File: src/rtl/ip_cos_pkg.sv
package ip_cos_pkg;
    // Per-input filter state
    typedef struct packed {
        logic lvl;   // confirmed (filtered) level
        logic pend;  // one sample seen at the opposite level
        logic init;  // reference level has been taken
    } flt_state_t;

    localparam flt_state_t FLT_RESET = '{lvl: 1'b0, pend: 1'b0, init: 1'b0};
endpackage

File: src/rtl/ip_sync.sv
module ip_sync #(
    parameter int W      = 7,
    parameter int STAGES = 2
) (
    input  logic         clk,
    input  logic         rst_n,
    input  logic [W-1:0] din_i,
    output logic [W-1:0] dout_o
);
    logic [W-1:0] st_d [STAGES];
    logic [W-1:0] st_q [STAGES];

    always_comb begin
        st_d[0] = din_i;
        for (int k = 1; k < STAGES; k++) begin
            st_d[k] = st_q[k-1];
        end
    end

    always_ff @(posedge clk or negedge rst_n) begin
        if (!rst_n) begin
            for (int k = 0; k < STAGES; k++) st_q[k] <= '0;
        end else begin
            for (int k = 0; k < STAGES; k++) st_q[k] <= st_d[k];
        end
    end

    assign dout_o = st_q[STAGES-1];
endmodule

File: src/rtl/ip_cos_filter.sv
module ip_cos_filter
    import ip_cos_pkg::*;
(
    input  logic clk,
    input  logic rst_n,
    input  logic tick_i,
    input  logic samp_i,
    output logic lvl_o,
    output logic chg_o
);
    flt_state_t st_d, st_q;
    logic       confirm;

    always_comb begin
        st_d    = st_q;
        confirm = 1'b0;
        if (tick_i) begin
            if (!st_q.init) begin
                // first sample becomes the reference, no event
                st_d.lvl  = samp_i;
                st_d.init = 1'b1;
                st_d.pend = 1'b0;
            end else if (samp_i != st_q.lvl) begin
                if (st_q.pend) begin
                    st_d.lvl  = samp_i;
                    st_d.pend = 1'b0;
                    confirm   = 1'b1;
                end else begin
                    st_d.pend = 1'b1;
                end
            end else begin
                st_d.pend = 1'b0;
            end
        end
    end

    always_ff @(posedge clk or negedge rst_n) begin
        if (!rst_n) st_q <= FLT_RESET;
        else        st_q <= st_d;
    end

    assign lvl_o = st_q.lvl;
    assign chg_o = confirm;

    // filtered level never moves between ticks
    p_hold_without_tick_r4: assert property (@(posedge clk) disable iff (!rst_n)
        !tick_i |=> $stable(st_q.lvl));

    // once initialised, a level change needs a pending sample before it
    p_two_samples_r4: assert property (@(posedge clk) disable iff (!rst_n)
        ($past(st_q.init) && !$stable(st_q.lvl)) |-> $past(st_q.pend));
endmodule

File: src/rtl/ip_chg_reg.sv
module ip_chg_reg #(
    parameter int MON_W = 4
) (
    input  logic             clk,
    input  logic             rst_n,
    input  logic [MON_W-1:0] set_i,
    input  logic             rd_i,
    input  logic [MON_W-1:0] mask_i,
    output logic [MON_W-1:0] flags_o,
    output logic             irq_o
);
    logic [MON_W-1:0] flags_d, flags_q;

    always_comb begin
        // set has priority over the clear from a read
        flags_d = (flags_q & ~{MON_W{rd_i}}) | set_i;
    end

    always_ff @(posedge clk or negedge rst_n) begin
        if (!rst_n) flags_q <= '0;
        else        flags_q <= flags_d;
    end

    assign flags_o = flags_q;
    assign irq_o   = |(flags_q & mask_i);

    // no flag drops without a read
    p_sticky_r6: assert property (@(posedge clk) disable iff (!rst_n)
        !rd_i |=> ((flags_q & $past(flags_q)) == $past(flags_q)));

    // a read with no new event leaves all flags clear
    p_clear_on_read_r6: assert property (@(posedge clk) disable iff (!rst_n)
        (rd_i && set_i == '0) |=> (flags_q == '0));

    // a confirmed event always lands, even during a read
    p_set_lands_r7: assert property (@(posedge clk) disable iff (!rst_n)
        (set_i != '0) |=> ((flags_q & $past(set_i)) == $past(set_i)));

    // an all-zero mask keeps the interrupt low
    p_mask_blocks_irq_r10: assert property (@(posedge clk) disable iff (!rst_n)
        (mask_i == '0) |-> !irq_o);
endmodule

File: src/rtl/ip_cos_port.sv
module ip_cos_port #(
    parameter int IN_W        = 7,
    parameter int MON_W       = 4,
    parameter int SYNC_STAGES = 2
) (
    input  logic               clk,
    input  logic               rst_n,
    input  logic [IN_W-1:0]    pins_i,
    input  logic               tick_i,
    input  logic               chg_rd_i,
    input  logic [MON_W-1:0]   irq_mask_i,
    output logic [IN_W:0]      port_data_o,
    output logic [2*MON_W-1:0] chg_data_o,
    output logic               irq_o
);
    localparam int CHG_W = 2 * MON_W;

    logic [IN_W-1:0]  pins_s;
    logic [MON_W-1:0] lvl;
    logic [MON_W-1:0] evt;
    logic [MON_W-1:0] flags;

    initial begin
        if (MON_W > IN_W) $error("MON_W must not exceed IN_W");
        if (SYNC_STAGES < 1) $error("SYNC_STAGES must be at least 1");
    end

    ip_sync #(.W(IN_W), .STAGES(SYNC_STAGES)) u_sync (
        .clk    (clk),
        .rst_n  (rst_n),
        .din_i  (pins_i),
        .dout_o (pins_s)
    );

    for (genvar i = 0; i < MON_W; i++) begin : g_flt
        ip_cos_filter u_flt (
            .clk    (clk),
            .rst_n  (rst_n),
            .tick_i (tick_i),
            .samp_i (pins_s[i]),
            .lvl_o  (lvl[i]),
            .chg_o  (evt[i])
        );
    end

    ip_chg_reg #(.MON_W(MON_W)) u_chg (
        .clk     (clk),
        .rst_n   (rst_n),
        .set_i   (evt),
        .rd_i    (chg_rd_i),
        .mask_i  (irq_mask_i),
        .flags_o (flags),
        .irq_o   (irq_o)
    );

    assign port_data_o = {1'b1, pins_s};
    assign chg_data_o  = {flags, lvl};

    // a flag rises only alongside a move of its filtered level
    p_flag_with_level_r5: assert property (@(posedge clk) disable iff (!rst_n)
        ((chg_data_o[CHG_W-1:MON_W] & ~$past(chg_data_o[CHG_W-1:MON_W])) != '0)
        |-> (lvl != $past(lvl)));
endmodule

File: config.mk
export PLATFORM = sky130hd
export DESIGN_NAME = ip_cos_port
export DESIGN_NICKNAME = d
export VERILOG_FILES = /design/src/rtl/ip_cos_pkg.sv /design/src/rtl/ip_sync.sv /design/src/rtl/ip_cos_filter.sv /design/src/rtl/ip_chg_reg.sv /design/src/rtl/ip_cos_port.sv
export SDC_FILE = /design/constraint.sdc
export NUM_CORES = 1
export LEC_CHECK = 0
export BUFFER_PORTS_ARGS = -buffer_cell sky130_fd_sc_hd__buf_2
export CAP_MARGIN = 20
export CORE_MARGIN = 2
export CORE_UTILIZATION = 30
export DETAILED_ROUTE_END_ITERATION = 7
export HOLD_SLACK_MARGIN = 0.08
export SLEW_MARGIN = 20
export SYNTH_ARGS = -nofsm -noshare
export SYNTH_HDL_FRONTEND = slang
export SYNTH_SLANG_ARGS = --single-unit
File: constraint.sdc
create_clock -name clk -period 2.35 [get_ports clk]
set_input_delay 0 -clock clk [delete_from_list [all_inputs] [get_ports clk]]
set_output_delay 0 -clock clk [all_outputs]
set_load 0.05 [all_outputs]
== After elaboration in Yosys (flattened, before gate mapping) ==
Cells that the tools add are included.
Operators by class
  bitwise gates (word level): 4
  eq/ne operators: 12
  multiplexer cells: 36
  reductions and logical operators: 5
Operators with widths (number)
  $mux W1: 32
  $reduce_and A3 Y1: 4
  $and A4 B4 Y4: 2
  $mux W2: 4
  $ne A2 B1 Y1 const B: 4
  $ne A2 B2 Y1 const B: 4
  $ne A1 B1 Y1: 4
  $not A4 Y4: 1
  $or A4 B4 Y4: 1
  $reduce_or A4 Y1: 1
Word-level totals
  logic and storage cells: 69
  flip-flop bits (word level): 27
  output and inout bits: 17
  input port bits: 15

== Longest topological paths before layout ==
Gate-level depths: netlist of the first run.
  depth after elaboration: 5
  gate-level depth with buffers: 4
  gate-level depth less buffers: 3

== Hierarchy ==
Synthesis of the first run repeated with hierarchy kept, for this count alone.
Unflattened totals
  cell total of the unflattened synthesis: 72
  area total of the unflattened synthesis: 1071.0 um^2
By module, submodules not included
  ip_cos_filter: sequential area each 75.1 um^2, cells each 11, area an instance 138.9 um^2, instances 4
  ip_sync: sequential area each 350.3 um^2, cells each 14, area an instance 350.3 um^2, instances 1
  ip_chg_reg: sequential area each 100.1 um^2, cells each 12, area an instance 153.9 um^2, instances 1
  ip_cos_port: sequential area each 0.0 um^2, cells each 2, area an instance 11.3 um^2, instances 1

== Least setup slack after synthesis of the first run ==
Ideal clock, no wire load.
  kind: reg-to-output
  start point: register u_chg.flags_q[0] (netlist: u_chg.flags_o[0])
  end point: output irq_o
  setup slack: 1195 ps
  cell stages (with the launch flop): 3
  required time: 2350 ps
  path buffers: 0
  data arrival time: 1155 ps
  cells stage by stage: dfrtp_1 a22oi_1 nand2_1
On the way
  word-level cells in the longest chain between the ends: 2
RTL lines
  start: declaration: RTL line ip_chg_reg.sv:12  | logic [MON_W-1:0] flags_d, flags_q;
  start signal: assignment: RTL line ip_chg_reg.sv:21  | else flags_q <= flags_d;
  $and A4 B4 Y4: RTL line ip_chg_reg.sv:25  | assign irq_o = |(flags_q & mask_i);
  $reduce_or A4 Y1: RTL line ip_chg_reg.sv:25
  end: declaration: RTL line ip_cos_port.sv:14  | output logic irq_o
Every way passes these cells.

== Final worst setup path of the first run ==
  start point: register g_flt[2].u_flt.st_q (netlist bit g_flt[2].u_flt.lvl_o)
  end point: register u_chg.flags_q[2] (netlist: u_chg.flags_o[2])
On the way
  word-level cells in the longest chain between the ends: 5
RTL lines
  start: declaration: RTL line ip_cos_filter.sv:11  | flt_state_t st_d, st_q;
  start signal: assignment: RTL line ip_cos_filter.sv:39  | else st_q <= st_d;
  $ne A1 B1 Y1: RTL line ip_cos_filter.sv:23  | end else if (samp_i != st_q.lvl) begin
  $mux W1: RTL line ip_cos_filter.sv:23
  $mux W1: RTL line ip_cos_filter.sv:18  | if (!st_q.init) begin
  $mux W1: RTL line ip_cos_filter.sv:17  | if (tick_i) begin
  $or A4 B4 Y4: RTL line ip_chg_reg.sv:16  | flags_d = (flags_q & ~{MON_W{rd_i}}) | set_i;
  via u_chg.flags_d[2]: RTL line ip_chg_reg.sv:12
The timed path passes the listed nets, and every way through them passes these cells.
A chain may end at the register's enable or synchronous reset.

==> metrics.yaml, run 1 <==
drtPass1Iterations: 4
floorplan.io_pins: 32
finalCritPeriodShare_pct: 63.76
tritoncts_clock_tree: "done"
delay_contributed_by_the_slowest_stage_of_the_critical_path_ns: 0.56
rsz0062_at_grt: "false"
drt_drc_violations_left: 0
min_path_type: "primary input to async pin"
rows: 21
signed_area_change_from_the_synthesized_netlist_to_the_final_layout_pct: 25.99
postSynthAreaPerCell_sq_um: 12.86
max_freq_ghz: 0.6674
groute.layer.met1.usage_pct: 11.53
die_footprint_sq_um: 3868
pwr_dens_nw_per_um2: 1131
grt_max_degree: 28
leakagePower_nw: 0.6117
port-buffer-count: 30
finalHoldWorstSlack_ns: 0.1861
cells_taking_the_most_area_after_synthesis: "dfrtp_1 (67%), buf_4 (6.7%), o21ai_1 (4.9%), mux2_1 (4.4%), nand4_1 (3.7%)"
cp_launch_type: "flip-flop"
maxCapViolCount: 0
routed_wl_mm: 1.697
timing_hold_violations_final: 0
finalWorstSetupSlack_ns: 0.8517
antenna_cells: 0
postSynthRegisterBits: 27
cts-htree-levels: 1
timing.rr.start: "g_flt[2].u_flt.lvl_o$_DFFE_PN0P_"
critPathMaxFanout: 3
detailed_placement_hpwl_mm: 1.192
netlist.top_cell.by_area: "dfrtp_1"
fin_crit_ns: 1.498
vias_in_the_first_global_route: 707
seqCellArea_sq_um: 675.6
syn_area_sq_um: 1016
regToRegEndpoint: "u_chg.flags_o[2]$_DFF_PN0_"
syn_nets: 94
routed_wl_per_cell_microns: 10.67
worstSetupEndpointType: "flip-flop"
drive_above_1_share_pct: 30.97
finalSetupTns_ns: 0
grt_use_total_pct: 9.533
start_util_pct: 30.93
fp.dieW_microns: 62.20
worstSetupPathType: "flip-flop to flip-flop"
worst_setup_hold_path_clk_slew_ns: 0.14
arrival_ns: 1.77
aggregate_global_routing_overflow: 0
cts.hold.buffers_added: 11
dr.first_iter.drc_count: 5
timing.critical_path.required_ns: 2.62
cp_slowest_cell: "dlygate4sd3_1"
timing.final.setup_violations: 0
synth_top_cell_area_share_pct: 66.50
cpLargestDelayFamily: "buffers and inverters"
post_cts.repair.setup_buffers: 0
clock_tree.root_cell: "clkbuf_4"
fill_cells: 340
post_drt_via_cell_ratio: 4.189
slew-limit-headroom_pct: 61.61
layer_with_the_highest_usage_after_global_routing: "met2"
utilization_pct: 38.97
synth_cells: 79
clock_tree.buffer_depth: 2
cts_num_sinks: 27
die_y_microns: 62.20
area_occupied_by_multi_input_gates_sq_um: 217.7
yosys.cell_types.count: 17
worst_r2r_path_depth: 4
vdd_drop_max_mv: 0.4032
nets: 129
numCtsBuffers: 3
path_cells: "xor2_1, nand4_1, o21ai_1, dlygate4sd3_1"
setup.reg_to_reg.worst_slack_ns: 0.85
finClkSkew_ns: 0.001612
core_area_sq_um: 3284
yosysSeqAreaShare_pct: 66.50
met3_usage_pct: 2.174
wire_length_of_the_first_global_routing_pass_mm: 2.953
clkLatencyLatePin_ns: 0.32
max_slew.worst_pin.slew_ns: 0.5758
final_max_slew_viol_count: 0
cp_num_buf_inv: 1
antenna_found_initial: 0
status: "complete, no violations"
antenna_nets_post_route: 0
gp_congestion: 0.7898
preCtsSetupSlack_ns: 1.149
detailroute.via_count: 666
ys_warn_count: 0
grtUsageMet2_pct: 15.90
post_cts_resized: 0
## how the worst max path moves through the flow
stage,from,to,slack (ns),cells after the start
after floorplan,u_chg.flags_o[0]$_DFF_PN0_,irq_o,1.20,2
after global placement,g_flt[1].u_flt.st_q[0]$_DFFE_PN0P_,g_flt[3].u_flt.lvl_o$_DFFE_PN0P_,1.19,3
after detailed placement,g_flt[1].u_flt.st_q[0]$_DFFE_PN0P_,g_flt[3].u_flt.lvl_o$_DFFE_PN0P_,1.15,3
after CTS,g_flt[2].u_flt.lvl_o$_DFFE_PN0P_,u_chg.flags_o[2]$_DFF_PN0_,0.86,4
after global routing,g_flt[2].u_flt.lvl_o$_DFFE_PN0P_,u_chg.flags_o[2]$_DFF_PN0_,0.76,4
final,g_flt[2].u_flt.lvl_o$_DFFE_PN0P_,u_chg.flags_o[2]$_DFF_PN0_,0.85,4
## stage by stage
step / instance area [sq um] / cells / total power [W]
after global placement: 1140 / 144 / 0.001231
final: 1280 / 159 / 0.001447
after CTS: 1280 / 159 / 0.001472
after global routing: 1280 / 159 / 0.001528
after detailed placement: 1140 / 144 / 0.001241
after floorplan: 1016 / 79 / 0.001152
## power breakdown
part	internal (W)	total (W)	switching, W
combinational	0.000172	0.000597	0.000425
sequential	0.000571	0.000648	0.0000775
clock	0.0000651	0.000201	0.000136
total	0.000808	0.00145	0.000639
## area by class of cell
type	instances	area share [%]
well taps	46	4.497
flip-flops and latches	27	52.79
multi-input cells	32	17.01
inverters	9	3.030
clock buffers	3	1.760
repair buffers	41	20.33
clock inverters	1	0.5865
## sequential cells by signal, summed over array words and instances, names as in the netlist
name / count
u_sync.dout_o: 7
u_sync.st_d: 7
u_chg.flags_o: 4
g_flt.u_flt.lvl_o: 4
g_flt.u_flt.st_q: 5
## placed cells by master (no fill, tap or decap)
| cell type | n |
|---|---|
| o22ai_1 | 1 |
| mux2_1 | 4 |
| nand3_1 | 1 |
| dlygate4sd3_1 | 11 |
| clkinvlp_4 | 1 |
| dfrtp_1 | 27 |
| or2_1 | 1 |
| nand4_1 | 6 |
| xor2_1 | 4 |
| inv_6 | 1 |
| a22oi_1 | 2 |
| conb_1 | 1 |
| inv_1 | 8 |
| clkbuf_4 | 3 |
| o21ai_1 | 10 |
| mux2i_1 | 1 |
| nand2_1 | 1 |
| buf_2 | 30 |
## layer usage
layer,vias up,part of all wire [%]
li1,320,-
met3,4,6.3
met4,0,1.7
met2,25,50
met1,317,42
met5,-,0
## kinds of logic after synthesis
logic type,after synthesis,synth area share (%)
buffers and inverters,20,12.07
XOR/XNOR,4,3.448
multiplexers,5,5.418
AND/OR/NAND/NOR,9,5.172
AO/OA/AOI/OAI,13,7.020
other,1,0.3691
flip-flops,27,66.50
## cells in the mapped netlist
master / count
mux2i_1: 1
o21ai_1: 10
nand4_1: 6
conb_1: 1
nand2_1: 1
inv_1: 8
dfrtp_1: 27
xor2_1: 4
inv_6: 1
buf_6: 1
or2_1: 1
o22ai_1: 1
buf_2: 1
nand3_1: 1
buf_4: 9
a22oi_1: 2
mux2_1: 4
Note: power is estimated with default switching activity, not from simulation.
==> run 2, diff against run 1 <==
clock period = 1.5 ns   (was 2.35 ns; I/O delays follow)
==> run 2 against run 1 <==
Non-clock buffer count increased by 1. Critical path type is now flip-flop to primary output. Sequential power increased by 57%. Combinational power increased by 62%. Sequential cell count unchanged. First-iteration DRC count increased by 100%. Worst hold slack improved by 0.010 ns. Highest routed layer unchanged. Critical endpoint is now irq_o. Design area increased by 0.78%.
==> metrics.yaml, run 2 (synthesis results as in run 1) <==
finalHoldWorstSlack_ns: 0.1963
finalCritPeriodShare_pct: 78.42
max_slew.worst_pin.slew_ns: 0.5778
vias_in_the_first_global_route: 712
cts_num_sinks: 27
routed_wl_per_cell_microns: 10.61
die_footprint_sq_um: 3868
vdd_drop_max_mv: 0.6141
antenna_cells: 0
antenna_nets_post_route: 0
clock_tree.root_cell: "clkbuf_4"
grt_use_total_pct: 9.603
core_area_sq_um: 3284
antenna_found_initial: 0
finalSetupTns_ns: 0
pwr_dens_nw_per_um2: 1772
dr.first_iter.drc_count: 10
fill_cells: 332
numCtsBuffers: 3
floorplan.io_pins: 32
utilization_pct: 39.28
grt_max_degree: 28
post_drt_via_cell_ratio: 4.138
gp_congestion: 0.7910
critPathMaxFanout: 3
start_util_pct: 30.93
cts-htree-levels: 1
cp_launch_type: "flip-flop"
tritoncts_clock_tree: "done"
rsz0062_at_grt: "false"
placed_cell_area_sq_um: 1140
timing.final.setup_violations: 0
drtPass1Iterations: 4
worstSetupEndpointType: "primary output"
clkLatencyLatePin_ns: 0.31
most_common_library_cell_in_the_layout_ignoring_fill_and_taps: "buf_2"
final_max_slew_viol_count: 0
wire_length_of_the_first_global_routing_pass_mm: 3.001
status: "complete, no violations"
area_occupied_by_multi_input_gates_sq_um: 225.2
fin_area_sq_um: 1290
fin_crit_ns: 1.176
nets: 130
routed_wl_mm: 1.698
signed_area_change_from_the_synthesized_netlist_to_the_final_layout_pct: 26.97
port-buffer-count: 30
worstSetupPathType: "flip-flop to primary output"
max_freq_ghz: 0.8501
seqCellArea_sq_um: 676.9
timing_hold_violations_final: 0
min_path_type: "primary input to async pin"
slew-limit-headroom_pct: 61.48
final_cell_mix: "buf_2 (30), dfrtp_1 (26), o21ai_1 (10), dlygate4sd3_1 (10), inv_1 (8)"
leakagePower_nw: 0.6171
timing.critical_path.required_ns: 1.50
detailroute.via_count: 662
arrival_ns: 1.18
aggregate_global_routing_overflow: 0
die_y_microns: 62.20
drt_drc_violations_left: 0
finClkSkew_ns: 0.002129
maxCapViolCount: 0
clock_tree.buffer_depth: 2
drive_above_1_share_pct: 33.33
rows: 21
worst_setup_hold_path_clk_slew_ns: 0.13
detailed_placement_hpwl_mm: 1.201
design_power_total_w: 0.002286
fp.dieW_microns: 62.20
==> run 2: cell count changes in the layout (fill, tap and decap cells not counted) <==
cell           change
buf_4              +2
clkbuf_1           +1
clkinvlp_4         -1
dfrtp_1            -1
dfrtp_2            +1
dlygate4sd3_1      -1
xor2_1             -1
xor2_2             +1
==> run 2: final timing paths <==
kind | slack (ns) | to | startpoint | cells after the start
max in group asynchronous | 0.89 | g_flt[1].u_flt.st_q[0]$_DFFE_PN0P_ | rst_n | 2
min | 0.20 | u_sync.dout_o[2]$_DFF_PN0_ | rst_n | 2
min in group clk | 0.32 | u_sync.st_d[6]$_DFF_PN0_ | pins_i[6] | 2
max reg2reg | 0.37 | g_flt[2].u_flt.lvl_o$_DFFE_PN0P_ | g_flt[1].u_flt.st_q[0]$_DFFE_PN0P_ | 3
min reg2reg | 0.36 | u_sync.dout_o[6]$_DFF_PN0_ | u_sync.st_d[6]$_DFF_PN0_ | 0
max | 0.32 | irq_o | u_chg.flags_o[0]$_DFF_PN0_ | 3
==> run 2: timing repair <==
action,in CTS,in global routing
gates resized for setup,0,2
buffers inserted,0,2
hold buffers,11,0
hold endpoints to repair,43,0
setup endpoints to repair,0,1
==> run 2: metal layers <==
layer  track usage (%)  up-vias  routed length [microns]
met5                 0        -                        0
met4             5.278        0                       17
met1             12.09      315                      734
li1                  -      323                        -
met3             2.355        2                       99
met2             15.22       22                      846
==> run 2: area by class of cell <==
class,count,area share (%)
multi-input cells,32,17.46
clock buffers,4,2.037
inverters,9,3.007
flip-flops and latches,27,52.47
repair buffers,42,20.56
well taps,46,4.462
==> run 2: per-stage QoR <==
| stage | setup WS (ns) | cells |
|---|---|---|
| floorplan | 0.3455 | 79 |
| global route | 0.2210 | 160 |
| finish | 0.3237 | 160 |
| CTS | 0.01923 | 159 |
| global placement | 0.3354 | 144 |
| detailed placement | 0.2985 | 144 |
==> run 2: critical path, stage by stage (launching register included) <==
cell	delay, ns
dfrtp_1	0.43
a22oi_1	0.17
nand2_1	0.06
buf_2	0.21
==> run 2: power breakdown <==
part	leakage, nW	total (W)	internal, W	switching [W]
sequential	0.323	0.00102	0.000894	0.000125
clock	0.0150	0.000300	0.000104	0.000196
combinational	0.279	0.000967	0.000294	0.000674
total	0.617	0.00229	0.00129	0.000994
